$ cat src/rtl/spi_reg_pkg.sv
package spi_reg_pkg;

    localparam logic [7:0] HDR_BYTE   = 8'h20;
    localparam logic [7:0] CRC_POLY   = 8'h07;
    localparam int         ADDR_W     = 7;
    localparam int         BYTE_W     = 8;
    localparam int         CMD_BITS   = 2 * BYTE_W;
    localparam int         FRAME_CRC  = 3 * BYTE_W;
    localparam int         CNT_W      = $clog2(FRAME_CRC + 1) + 1;
    localparam int         ADDR_CTRL  = 0;
    localparam int         ADDR_ERR   = 1;

    function automatic logic [7:0] crc8_bit(input logic [7:0] crc, input logic b);
        logic fb;
        fb = crc[7] ^ b;
        return {crc[6:0], 1'b0} ^ (fb ? CRC_POLY : 8'h00);
    endfunction

    function automatic logic [7:0] crc8_byte(input logic [7:0] crc, input logic [7:0] v);
        logic [7:0] c;
        c = crc;
        for (int i = 7; i >= 0; i--) begin
            c = crc8_bit(c, v[i]);
        end
        return c;
    endfunction

endpackage

$ cat src/rtl/spi_pin_sync.sv
module spi_pin_sync #(
    parameter int STAGES = 2
) (
    input  logic clk,
    input  logic rst_n,
    input  logic sclk,
    input  logic cs_n,
    input  logic sdi,
    output logic sclk_rise,
    output logic sclk_fall,
    output logic cs_act,
    output logic cs_start,
    output logic sdi_s
);
    localparam int PIPE = STAGES + 1;

    typedef struct packed {
        logic [PIPE-1:0] sclk_p;
        logic [PIPE-1:0] cs_p;
        logic [PIPE-1:0] sdi_p;
    } sync_t;

    sync_t st_d, st_q;

    always_comb begin
        st_d        = st_q;
        st_d.sclk_p = {st_q.sclk_p[PIPE-2:0], sclk};
        st_d.cs_p   = {st_q.cs_p[PIPE-2:0], ~cs_n};
        st_d.sdi_p  = {st_q.sdi_p[PIPE-2:0], sdi};
    end

    always_ff @(posedge clk or negedge rst_n) begin
        if (!rst_n) begin
            st_q <= '0;
        end else begin
            st_q <= st_d;
        end
    end

    assign sclk_rise = st_q.sclk_p[PIPE-2] & ~st_q.sclk_p[PIPE-1];
    assign sclk_fall = ~st_q.sclk_p[PIPE-2] & st_q.sclk_p[PIPE-1];
    assign cs_act    = st_q.cs_p[PIPE-2];
    assign cs_start  = st_q.cs_p[PIPE-2] & ~st_q.cs_p[PIPE-1];
    assign sdi_s     = st_q.sdi_p[PIPE-2];

endmodule

$ cat src/rtl/spi_crc8_serial.sv
module spi_crc8_serial
    import spi_reg_pkg::*;
(
    input  logic       clk,
    input  logic       rst_n,
    input  logic       clear,
    input  logic       en,
    input  logic       bit_in,
    output logic [7:0] crc
);
    logic [7:0] crc_d, crc_q;

    always_comb begin
        crc_d = crc_q;
        if (clear) begin
            crc_d = 8'h00;
        end else if (en) begin
            crc_d = crc8_bit(crc_q, bit_in);
        end
    end

    always_ff @(posedge clk or negedge rst_n) begin
        if (!rst_n) begin
            crc_q <= 8'h00;
        end else begin
            crc_q <= crc_d;
        end
    end

    assign crc = crc_q;

endmodule

$ cat src/rtl/spi_reg_file.sv
module spi_reg_file
    import spi_reg_pkg::*;
#(
    parameter int NUM_REGS = 8
) (
    input  logic              clk,
    input  logic              rst_n,
    input  logic              wr_en,
    input  logic [ADDR_W-1:0] wr_addr,
    input  logic [7:0]        wr_data,
    input  logic              set_err,
    input  logic [ADDR_W-1:0] rd_addr,
    output logic [7:0]        rd_data,
    output logic              crc_en
);
    typedef struct packed {
        logic [NUM_REGS-1:0][7:0] gen;
        logic                     crc_en;
        logic                     err;
    } rf_t;

    rf_t rf_d, rf_q;

    always_comb begin
        rf_d = rf_q;
        if (wr_en) begin
            if (int'(wr_addr) == ADDR_CTRL) begin
                rf_d.crc_en = wr_data[0];
            end
            for (int i = 2; i < NUM_REGS; i++) begin
                if (int'(wr_addr) == i) begin
                    rf_d.gen[i] = wr_data;
                end
            end
        end
        if (set_err) begin
            rf_d.err = 1'b1;
        end
        rf_d.gen[0] = 8'h00;
        rf_d.gen[1] = 8'h00;
    end

    always_ff @(posedge clk or negedge rst_n) begin
        if (!rst_n) begin
            rf_q <= '0;
        end else begin
            rf_q <= rf_d;
        end
    end

    always_comb begin
        rd_data = 8'h00;
        if (int'(rd_addr) == ADDR_CTRL) begin
            rd_data = {7'b0, rf_q.crc_en};
        end else if (int'(rd_addr) == ADDR_ERR) begin
            rd_data = {7'b0, rf_q.err};
        end else if (int'(rd_addr) < NUM_REGS) begin
            rd_data = rf_q.gen[rd_addr[$clog2(NUM_REGS)-1:0]];
        end
    end

    assign crc_en = rf_q.crc_en;

    AST_ERR_STICKY: assert property (@(posedge clk) disable iff (!rst_n)
        rf_q.err |=> rf_q.err);
    AST_NO_WRITE_ON_ERR: assert property (@(posedge clk) disable iff (!rst_n)
        set_err |-> !wr_en);
    AST_IDLE_STABLE: assert property (@(posedge clk) disable iff (!rst_n)
        !wr_en |=> $stable(rf_q.gen) && $stable(rf_q.crc_en));
    AST_OOR_NO_EFFECT: assert property (@(posedge clk) disable iff (!rst_n)
        wr_en && (int'(wr_addr) >= NUM_REGS) |=> $stable(rf_q.gen) && $stable(rf_q.crc_en));

endmodule

$ cat src/rtl/spi_reg_target.sv
module spi_reg_target
    import spi_reg_pkg::*;
#(
    parameter int NUM_REGS    = 8,
    parameter int SYNC_STAGES = 2
) (
    input  logic clk,
    input  logic rst_n,
    input  logic sclk,
    input  logic cs_n,
    input  logic sdi,
    output logic sdo,
    output logic sdo_oe
);
    localparam logic [CNT_W-1:0] CNT_MAX   = '1;
    localparam logic [CNT_W-1:0] LAST_ADDR = CNT_W'(BYTE_W - 1);
    localparam logic [CNT_W-1:0] LAST_DATA = CNT_W'(CMD_BITS - 1);
    localparam logic [CNT_W-1:0] LAST_CRC  = CNT_W'(FRAME_CRC - 1);
    localparam logic [CNT_W-1:0] DATA_POS  = CNT_W'(BYTE_W);
    localparam logic [CNT_W-1:0] CRC_POS   = CNT_W'(CMD_BITS);

    logic sclk_rise, sclk_fall, cs_act, cs_start, sdi_s;
    logic [7:0] rx_crc, rd_data;
    logic crc_en, wr_en, set_err;
    logic [7:0] wr_data;

    typedef struct packed {
        logic [CNT_W-1:0]  bit_cnt;
        logic              crc_mode;
        logic              rw;
        logic [ADDR_W-1:0] addr;
        logic [7:0]        shreg;
        logic [7:0]        data;
        logic [7:0]        out_byte;
        logic [7:0]        tx;
    } fr_t;

    fr_t fr_d, fr_q;

    spi_pin_sync #(.STAGES(SYNC_STAGES)) u_sync (
        .clk(clk), .rst_n(rst_n), .sclk(sclk), .cs_n(cs_n), .sdi(sdi),
        .sclk_rise(sclk_rise), .sclk_fall(sclk_fall), .cs_act(cs_act),
        .cs_start(cs_start), .sdi_s(sdi_s)
    );

    spi_crc8_serial u_crc (
        .clk(clk), .rst_n(rst_n), .clear(cs_start),
        .en(cs_act && sclk_rise && (fr_q.bit_cnt < CRC_POS)),
        .bit_in(sdi_s), .crc(rx_crc)
    );

    spi_reg_file #(.NUM_REGS(NUM_REGS)) u_regs (
        .clk(clk), .rst_n(rst_n), .wr_en(wr_en), .wr_addr(fr_q.addr),
        .wr_data(wr_data), .set_err(set_err), .rd_addr(fr_q.addr),
        .rd_data(rd_data), .crc_en(crc_en)
    );

    always_comb begin
        fr_d    = fr_q;
        wr_en   = 1'b0;
        set_err = 1'b0;
        wr_data = fr_q.data;
        if (cs_start) begin
            fr_d.bit_cnt  = '0;
            fr_d.crc_mode = crc_en;
            fr_d.rw       = 1'b0;
            fr_d.addr     = '0;
            fr_d.shreg    = '0;
            fr_d.tx       = HDR_BYTE;
        end else if (cs_act && sclk_rise) begin
            fr_d.shreg = {fr_q.shreg[6:0], sdi_s};
            if (fr_q.bit_cnt != CNT_MAX) begin
                fr_d.bit_cnt = fr_q.bit_cnt + 1'b1;
            end
            if (fr_q.bit_cnt == '0) begin
                fr_d.rw = sdi_s;
            end else if (fr_q.bit_cnt <= LAST_ADDR) begin
                fr_d.addr = {fr_q.addr[ADDR_W-2:0], sdi_s};
            end
            if (fr_q.bit_cnt == LAST_DATA) begin
                fr_d.data = {fr_q.shreg[6:0], sdi_s};
                wr_data   = {fr_q.shreg[6:0], sdi_s};
                wr_en     = !fr_q.crc_mode && !fr_q.rw;
            end
            if ((fr_q.bit_cnt == LAST_CRC) && fr_q.crc_mode && !fr_q.rw) begin
                if ({fr_q.shreg[6:0], sdi_s} == rx_crc) begin
                    wr_en = 1'b1;
                end else begin
                    set_err = 1'b1;
                end
            end
        end else if (cs_act && sclk_fall) begin
            if (fr_q.bit_cnt == DATA_POS) begin
                fr_d.tx       = fr_q.rw ? rd_data : 8'h00;
                fr_d.out_byte = fr_q.rw ? rd_data : 8'h00;
            end else if (fr_q.bit_cnt == CRC_POS) begin
                fr_d.tx = fr_q.crc_mode ? crc8_byte(crc8_byte(8'h00, HDR_BYTE), fr_q.out_byte) : 8'h00;
            end else begin
                fr_d.tx = {fr_q.tx[6:0], 1'b0};
            end
        end
    end

    always_ff @(posedge clk or negedge rst_n) begin
        if (!rst_n) begin
            fr_q <= '0;
        end else begin
            fr_q <= fr_d;
        end
    end

    assign sdo_oe = cs_act;
    assign sdo    = cs_act & fr_q.tx[7];

    AST_MODE_HELD: assert property (@(posedge clk) disable iff (!rst_n)
        cs_act && !cs_start |=> $stable(fr_q.crc_mode) || cs_start);
    AST_CNT_FROZEN_IDLE: assert property (@(posedge clk) disable iff (!rst_n)
        !cs_act && !cs_start |=> $stable(fr_q.bit_cnt) || cs_start);
    AST_WRITE_AT_END: assert property (@(posedge clk) disable iff (!rst_n)
        wr_en |-> sclk_rise && cs_act);
    AST_SDO_QUIET: assert property (@(posedge clk) disable iff (!rst_n)
        !cs_n && $stable(cs_n) && !sclk_fall && !cs_start && cs_act |=> $stable(fr_q.tx) || sclk_fall || cs_start);

endmodule

$ cat config.mk
export PLATFORM = sky130hd
export DESIGN_NAME = spi_reg_target
export DESIGN_NICKNAME = d
export VERILOG_FILES = /design/src/rtl/spi_reg_pkg.sv /design/src/rtl/spi_pin_sync.sv /design/src/rtl/spi_crc8_serial.sv /design/src/rtl/spi_reg_file.sv /design/src/rtl/spi_reg_target.sv
export SDC_FILE = /design/constraint.sdc
export NUM_CORES = 1
export LEC_CHECK = 0
export ABC_AREA = 1
export BUFFER_PORTS_ARGS = -buffer_cell sky130_fd_sc_hd__buf_4
export CAP_MARGIN = 25
export CORE_AREA = 2 2 99 173
export DETAILED_ROUTE_END_ITERATION = 6
export DIE_AREA = 0 0 101 175
export PLACE_DENSITY = 0.54
export SLEW_MARGIN = 30
export SYNTH_ARGS = -nofsm -noshare
export SYNTH_HDL_FRONTEND = slang
export SYNTH_SLANG_ARGS = --single-unit
$ cat constraint.sdc
create_clock -name clk -period 1.6 [get_ports clk]
set_input_delay 0.48 -clock clk [delete_from_list [all_inputs] [get_ports clk]]
set_output_delay 0.48 -clock clk [all_outputs]
set_load 0.05 [all_outputs]
# ---- Word level (Yosys, flattened, before mapping)
# Index checks and enable logic that the tools add are counted.
dict set report word_totals {
  inputBits 5
  ff_bits 112
  word_cells 139
  out_inout_bits 2
}
dict set report op_classes {
  bitwise_logic 27
  addsub 1
  n_mux 43
  n_reduce_logical 29
  n_eq_ne 15
  order_cmp 4
}
# operator count
set op_table {}
lappend op_table {{$mux 8} 16}
lappend op_table {{$xor 8x3->8} 7}
lappend op_table {{$eq 7x4->1 const B} 4}
lappend op_table {{$mux 3} 9}
lappend op_table {{$bmux 8 s3} 1}
lappend op_table {{$mux 24} 1}
lappend op_table {{$reduce_and 2->1} 11}
lappend op_table {{$mux 6} 3}
lappend op_table {{$mux 16} 1}
lappend op_table {{$eq 7x3->1 const B} 2}
lappend op_table {{$mux 7} 2}
lappend op_table {{$eq 6x4->1 const B} 2}
lappend op_table {{$eq 6x5->1 const B} 2}
lappend op_table {{$reduce_bool 2->1} 6}
lappend op_table {{$mux 1} 10}
lappend op_table {{$eq 8x8->1} 1}
lappend op_table {{$xor 1x1->1} 8}
lappend op_table {{$xor 8x8->8} 1}
lappend op_table {{$eq 7x2->1 const B} 1}
lappend op_table {{$logic_not 7->1} 1}
lappend op_table {{$lt 7x4->1 const B} 1}
lappend op_table {{$add 6x1->6 const B} 1}
lappend op_table {{$le 6x3->1 const B} 1}
lappend op_table {{$logic_and 1x1->1} 6}
lappend op_table {{other kinds (11)} 21}

# ---- Logic depth before layout (Yosys ltp)
dict set report logic_depth {
  ltp_word 28
  depth_mapped 12
  mapped_depth_nobuf 11
}

# ---- By module
# Synthesis repeated with hierarchy kept, for this count alone.
dict set report hier_totals {
  cells_unflattened 685
  hier_area_um2 5746.8
}
# module seq_area_each_um2 cells_per_inst area_each_um2 instances
set modules_own_cells {}
lappend modules_own_cells {spi_reg_target 1151.1 318 2630.0 1}
lappend modules_own_cells {spi_reg_file 1251.2 310 2526.2 1}
lappend modules_own_cells {spi_crc8_serial 200.2 42 364.1 1}
lappend modules_own_cells {spi_pin_sync 200.2 15 226.5 1}

# ---- Worst setup path after synthesis
# No wires, ideal clock.
dict set report synth_timing {
  path_kind {register to register}
  from {register u_sync.st_q, in the netlist u_sync.cs_act}
  to {register u_regs.rf_q[57] in the netlist's numbering}
  path_buffers 1
  setup_ps 117
  slack_ps -260
  t_arrival_ps 1743
  period_less_slack_ps 1860
  path_stages_with_launch 11
  required_time_ps 1483
  path_cell_list {dfrtp_1 > nand3_2 > inv_2 > nand2_4 > nor2_4 > nand3_2 > nand2_2 > buf_12 > nand3_4 > nand2_1 > nand2_1}
}
dict set report synth_via {
  elab_chain_len 4
  word_cells_on_any_way 7
  classes_between {mux (4); bitwise (1); reduce/logical (2)}
}
# item line
set synth_rtl {}
lappend synth_rtl {{start: declaration} spi_pin_sync.sv:23} ;# sync_t st_d, st_q;
lappend synth_rtl {{start signal: assignment} spi_pin_sync.sv:36} ;# st_q <= st_d;
lappend synth_rtl {{$logic_and 1x1->1} spi_reg_target.sv:70} ;# end else if (cs_act && sclk_rise) begin
lappend synth_rtl {{$mux 1} spi_reg_target.sv:70}
lappend synth_rtl {{$mux 1} spi_reg_target.sv:63} ;# if (cs_start) begin
lappend synth_rtl {{$reduce_and 2->1 (no source line)} --}
lappend synth_rtl {{end signal: assignment} spi_reg_file.sv:47} ;# rf_q <= rf_d;
lappend synth_rtl {{end: declaration} spi_reg_file.sv:22} ;# rf_t rf_d, rf_q;
# Several ways; a longest one is shown, not always the timed one.
# A chain may end at the register's enable or synchronous reset.

# ---- Final worst setup path
dict set report layout_timing {
  from {register fr_q[42] in the netlist's numbering}
  to {register u_regs.rf_q[26] in the netlist's numbering}
}
dict set report layout_via {
  elab_chain_len 7
  word_cells_on_any_way 13
  classes_between {eq/ne (2); mux (8); reduce/logical (3)}
}
# item line
set layout_rtl {}
lappend layout_rtl {{start: declaration} spi_reg_target.sv:38} ;# fr_t fr_d, fr_q;
lappend layout_rtl {{start signal: assignment} spi_reg_target.sv:108} ;# fr_q <= fr_d;
lappend layout_rtl {{$eq 6x4->1 / $eq 6x5->1 (equally long branches)} {spi_reg_target.sv:80, spi_reg_target.sv:85}}
lappend layout_rtl {{$mux 1 / $logic_and 1x1->1 (equally long branches)} {spi_reg_target.sv:80, spi_reg_target.sv:85}}
lappend layout_rtl {{$mux 1 / $logic_and 1x1->1 (equally long branches)} {spi_reg_target.sv:86, spi_reg_target.sv:85}}
lappend layout_rtl {{$mux 1} spi_reg_target.sv:85} ;# if ((fr_q.bit_cnt == LAST_CRC) && fr_q.crc_mode && !fr_q.rw) begin
lappend layout_rtl {{$mux 1} spi_reg_target.sv:70}
lappend layout_rtl {{$mux 1} spi_reg_target.sv:63}
lappend layout_rtl {{$reduce_and 2->1 (no source line)} --}
# Several ways; a longest one is shown, not always the timed one.

==> metrics <==
outcome finished, violations left; failing checks setup timing; port buffer count 6; residual antenna-violating net count after detailed routing 0; Non-Filler Instances 965; vias per cell 5.15; total die area 17,700 µm²; Crit Path Max Fanout 8; Layout area overhead 35.8%; WL final 16,000 µm; Reg area 2810 µm²; final hold vios 0; worst endpoint required time 1.85 ns; DR vias 4,969; Slew HR 78.8%; Root Buffer clkbuf_16; GR Overflow Total 0; cell area power density 773 nW/µm²; Routability Congestion 0.895; M3 GR Usage 2.92%; Mapped Cells 657; Hold Crit Class input pin to async pin; nature of the critical path endpoint register; kind of critical path register to register; cts hold-fix bufs 0; pre-CTS WS -0.332 ns; met2 GRT Util 33.6%; HPWL after DPL 10,900 µm; async set-reset flop share out of synthesis 100%; area of the core 16,300 µm²; pin count of the biggest net entering global routing 44; endpoints failing setup 63; final instance area 7590 µm²; first-pass GRT wire length 25,900 µm; CTS max path bufs 2; max-slew violations 0; met1 GRT Util 21.6%; total placed instance area 6540 µm²; Least-Margin Pin Slew 0.315 ns; Synth cell types 41; Nets 775; Yosys warnings 0; drt pass-1 iters 4; GRT Max-Usage Layer met2; clk slew on worst S/H paths 0.08 ns; Final Critical Period 1.80 ns; Main synth FF type dfrtp_1; area of the mapped netlist 5590 µm²; wire per inst 16.6 µm; CTS tree built; H-Tree Depth 3; Max Clock Freq 0.555 GHz; Syn Nets 664; Avg Cell Area, Syn 8.51 µm²; die height 175 µm; Initial Util 34.3%; Fin Clk Skew 0.0137 ns; Clk Latency, worst-skew pair 0.36 ns; Worst Hold Slack 0.00318 ns; unrepaired setup endpoints after global routing true; CTS sink count 112; footprint of the multi-input gates 2860 µm²; DRC 0; Rows 62; max-capacitance violation count 0; die width 101 µm; antenna violations before repair 0; crit start category register; VDD IR max 462 µV; fraction of layout cells with a size suffix above 1 35.8%; leak pwr 3.72 nW; placed cells 925; Worst Setup SP fr_q[42]; total CTS buffers 9; final worst setup slack -0.201 ns; Tcrit/Tclk final 113%; Tot GR Track Use 18.7%; ANT cells 0; vias in the first global route 5,136; #FFs+latches synth 112; crit path DAT 2.05 ns; DR iter-0 viols 286; r2r startpoint fr_q[42]; io pins 7; Seq/Total Area, Yosys 50.1%; fillers 1,508; EDFF count, synth 0
==> power breakdown <==
| group | total, mW | internal, mW | leakage [nW] | switching, mW |
|---|---|---|---|---|
| clock | 2.19 | 1.07 | 0.130 | 1.11 |
| sequential | 2.94 | 2.88 | 1.53 | 0.0587 |
| combinational | 0.745 | 0.358 | 2.06 | 0.387 |
| total | 5.87 | 4.31 | 3.72 | 1.56 |
==> cells in the mapped netlist (2+ instances only) <==
cell type | instances | area, µm²
buf_2 | 6 | 30.0
a21oi_1 | 9 | 45.0
nor2_2 | 5 | 31.3
inv_2 | 2 | 7.51
xor2_1 | 6 | 52.6
a22o_1 | 5 | 43.8
dfrtp_1 | 112 | 2800
nand2_1 | 242 | 908
nand3_4 | 6 | 105
a22oi_1 | 7 | 52.6
clkbuf_1 | 5 | 18.8
o31ai_1 | 2 | 15.0
inv_1 | 54 | 203
nand2_2 | 2 | 12.5
o22ai_1 | 13 | 81.3
buf_4 | 2 | 15.0
nand3_1 | 29 | 145
nor2_4 | 2 | 22.5
nand3_2 | 2 | 20.0
ha_1 | 2 | 25.0
nand4_1 | 53 | 332
buf_8 | 4 | 60.1
nor2_1 | 23 | 86.3
xnor2_1 | 8 | 70.1
nor3_1 | 3 | 15.0
o21ai_0 | 33 | 165
o21ai_4 | 6 | 97.6
==> registers in the layout, summed over array words and instances, names as in the netlist <==
register / flops
fr_q: 46
u_crc.crc: 8
u_regs.crc_en: 1
u_regs.rf_q: 49
u_sync.cs_act: 1
u_sync.sdi_s: 1
u_sync.st_d: 4
u_sync.st_q: 2
==> critical path: stages (launching register included) <==
cell and delay [ns]:
dfrtp_1 0.42, ha_4 0.18, nand2_4 0.06, nor2_4 0.09, nand2_2 0.07, nor2_4 0.12, nand3_2 0.10, nand2_4 0.15
buf_12 0.17, nand3_4 0.16, nand2_1 0.10, nand2_1 0.05
==> metal layers <==
layer  up-vias  wire [µm]
met1      2439       6230
met5         -          0
met4         0        576
met2        89       8800
li1       2407          -
met3        34        362
==> cell type report <==
| class | count | area share (%) |
|---|---|---|
| clock buffers | 9 | 2.97 |
| clock inverters | 7 | 0.741 |
| inverters | 56 | 3.06 |
| multi-input cells | 469 | 37.7 |
| flip-flops and latches | 112 | 37.0 |
| well taps | 192 | 3.16 |
| repair buffers | 120 | 15.4 |
==> through the flow <==
step                      util [%]  TNS, ns  power, mW
after floorplan                  -    -1.38       3.18
after global placement        40.1    -9.81       3.46
after detailed placement      40.1   -13.92       3.48
after CTS                     44.1    -6.75       5.83
after global routing          46.6   -15.63       6.11
final                         46.6    -9.14       5.87
==> worst paths after layout <==
path	endpoint	slack, ns	cells after the start
hold / removal	u_sync.st_d[1]	0.003	1
setup reg to reg	u_regs.rf_q[26]	-0.20	11
min in group clk	u_sync.st_d[1]	0.23	1
setup / recovery	u_regs.rf_q[26]	-0.20	11
hold reg to reg	u_sync.sdi_s	0.36	0
max in group asynchronous	u_regs.rf_q[18]	1.06	2
==> logic make-up after synthesis <==
| family | count (synthesis) | share of synthesized area, % |
|---|---|---|
| and+or+nand+nor | 373 | 31.1 |
| DFF | 112 | 50.1 |
| AOI/OAI and AO/OA | 80 | 9.58 |
| buffers and inverters | 76 | 6.60 |
| xor gates and xnor gates | 14 | 2.19 |
| adders and majority gates | 2 | 0.447 |
==> repair_timing <==
action / CTS / global route
pin swaps: 29 / 29
endpoints found under the setup margin: 75 / 84
buffers inserted: 11 / 12
resized for setup: 71 / 114
gates cloned: 2 / 1
==> placed cells by master (no fill, tap or decap), types with 3 or more instances in the layout <==
cell type / netlist / layout
dfrtp_2: 0 / 3
nand3_2: 2 / 11
o21ai_4: 6 / 7
a22o_1: 5 / 5
o21ai_1: 1 / 16
nor2_2: 5 / 10
a22oi_1: 7 / 5
o21ai_0: 33 / 9
buf_4: 2 / 88
xor2_1: 6 / 6
nand2_2: 2 / 50
xnor2_1: 8 / 8
inv_4: 0 / 6
buf_6: 1 / 16
o22ai_1: 13 / 13
o21ai_2: 1 / 9
a21oi_1: 9 / 7
nor2_1: 23 / 13
nand2_1: 242 / 184
buf_12: 1 / 11
inv_1: 54 / 43
clkbuf_16: 0 / 10
nor2_4: 2 / 7
nand4_1: 53 / 53
nand3_4: 6 / 8
clkinvlp_4: 0 / 5
dfrtp_1: 112 / 109
inv_2: 2 / 5
nand2_4: 1 / 10
nand3_1: 29 / 18
(Power assumes the default switching activity.)
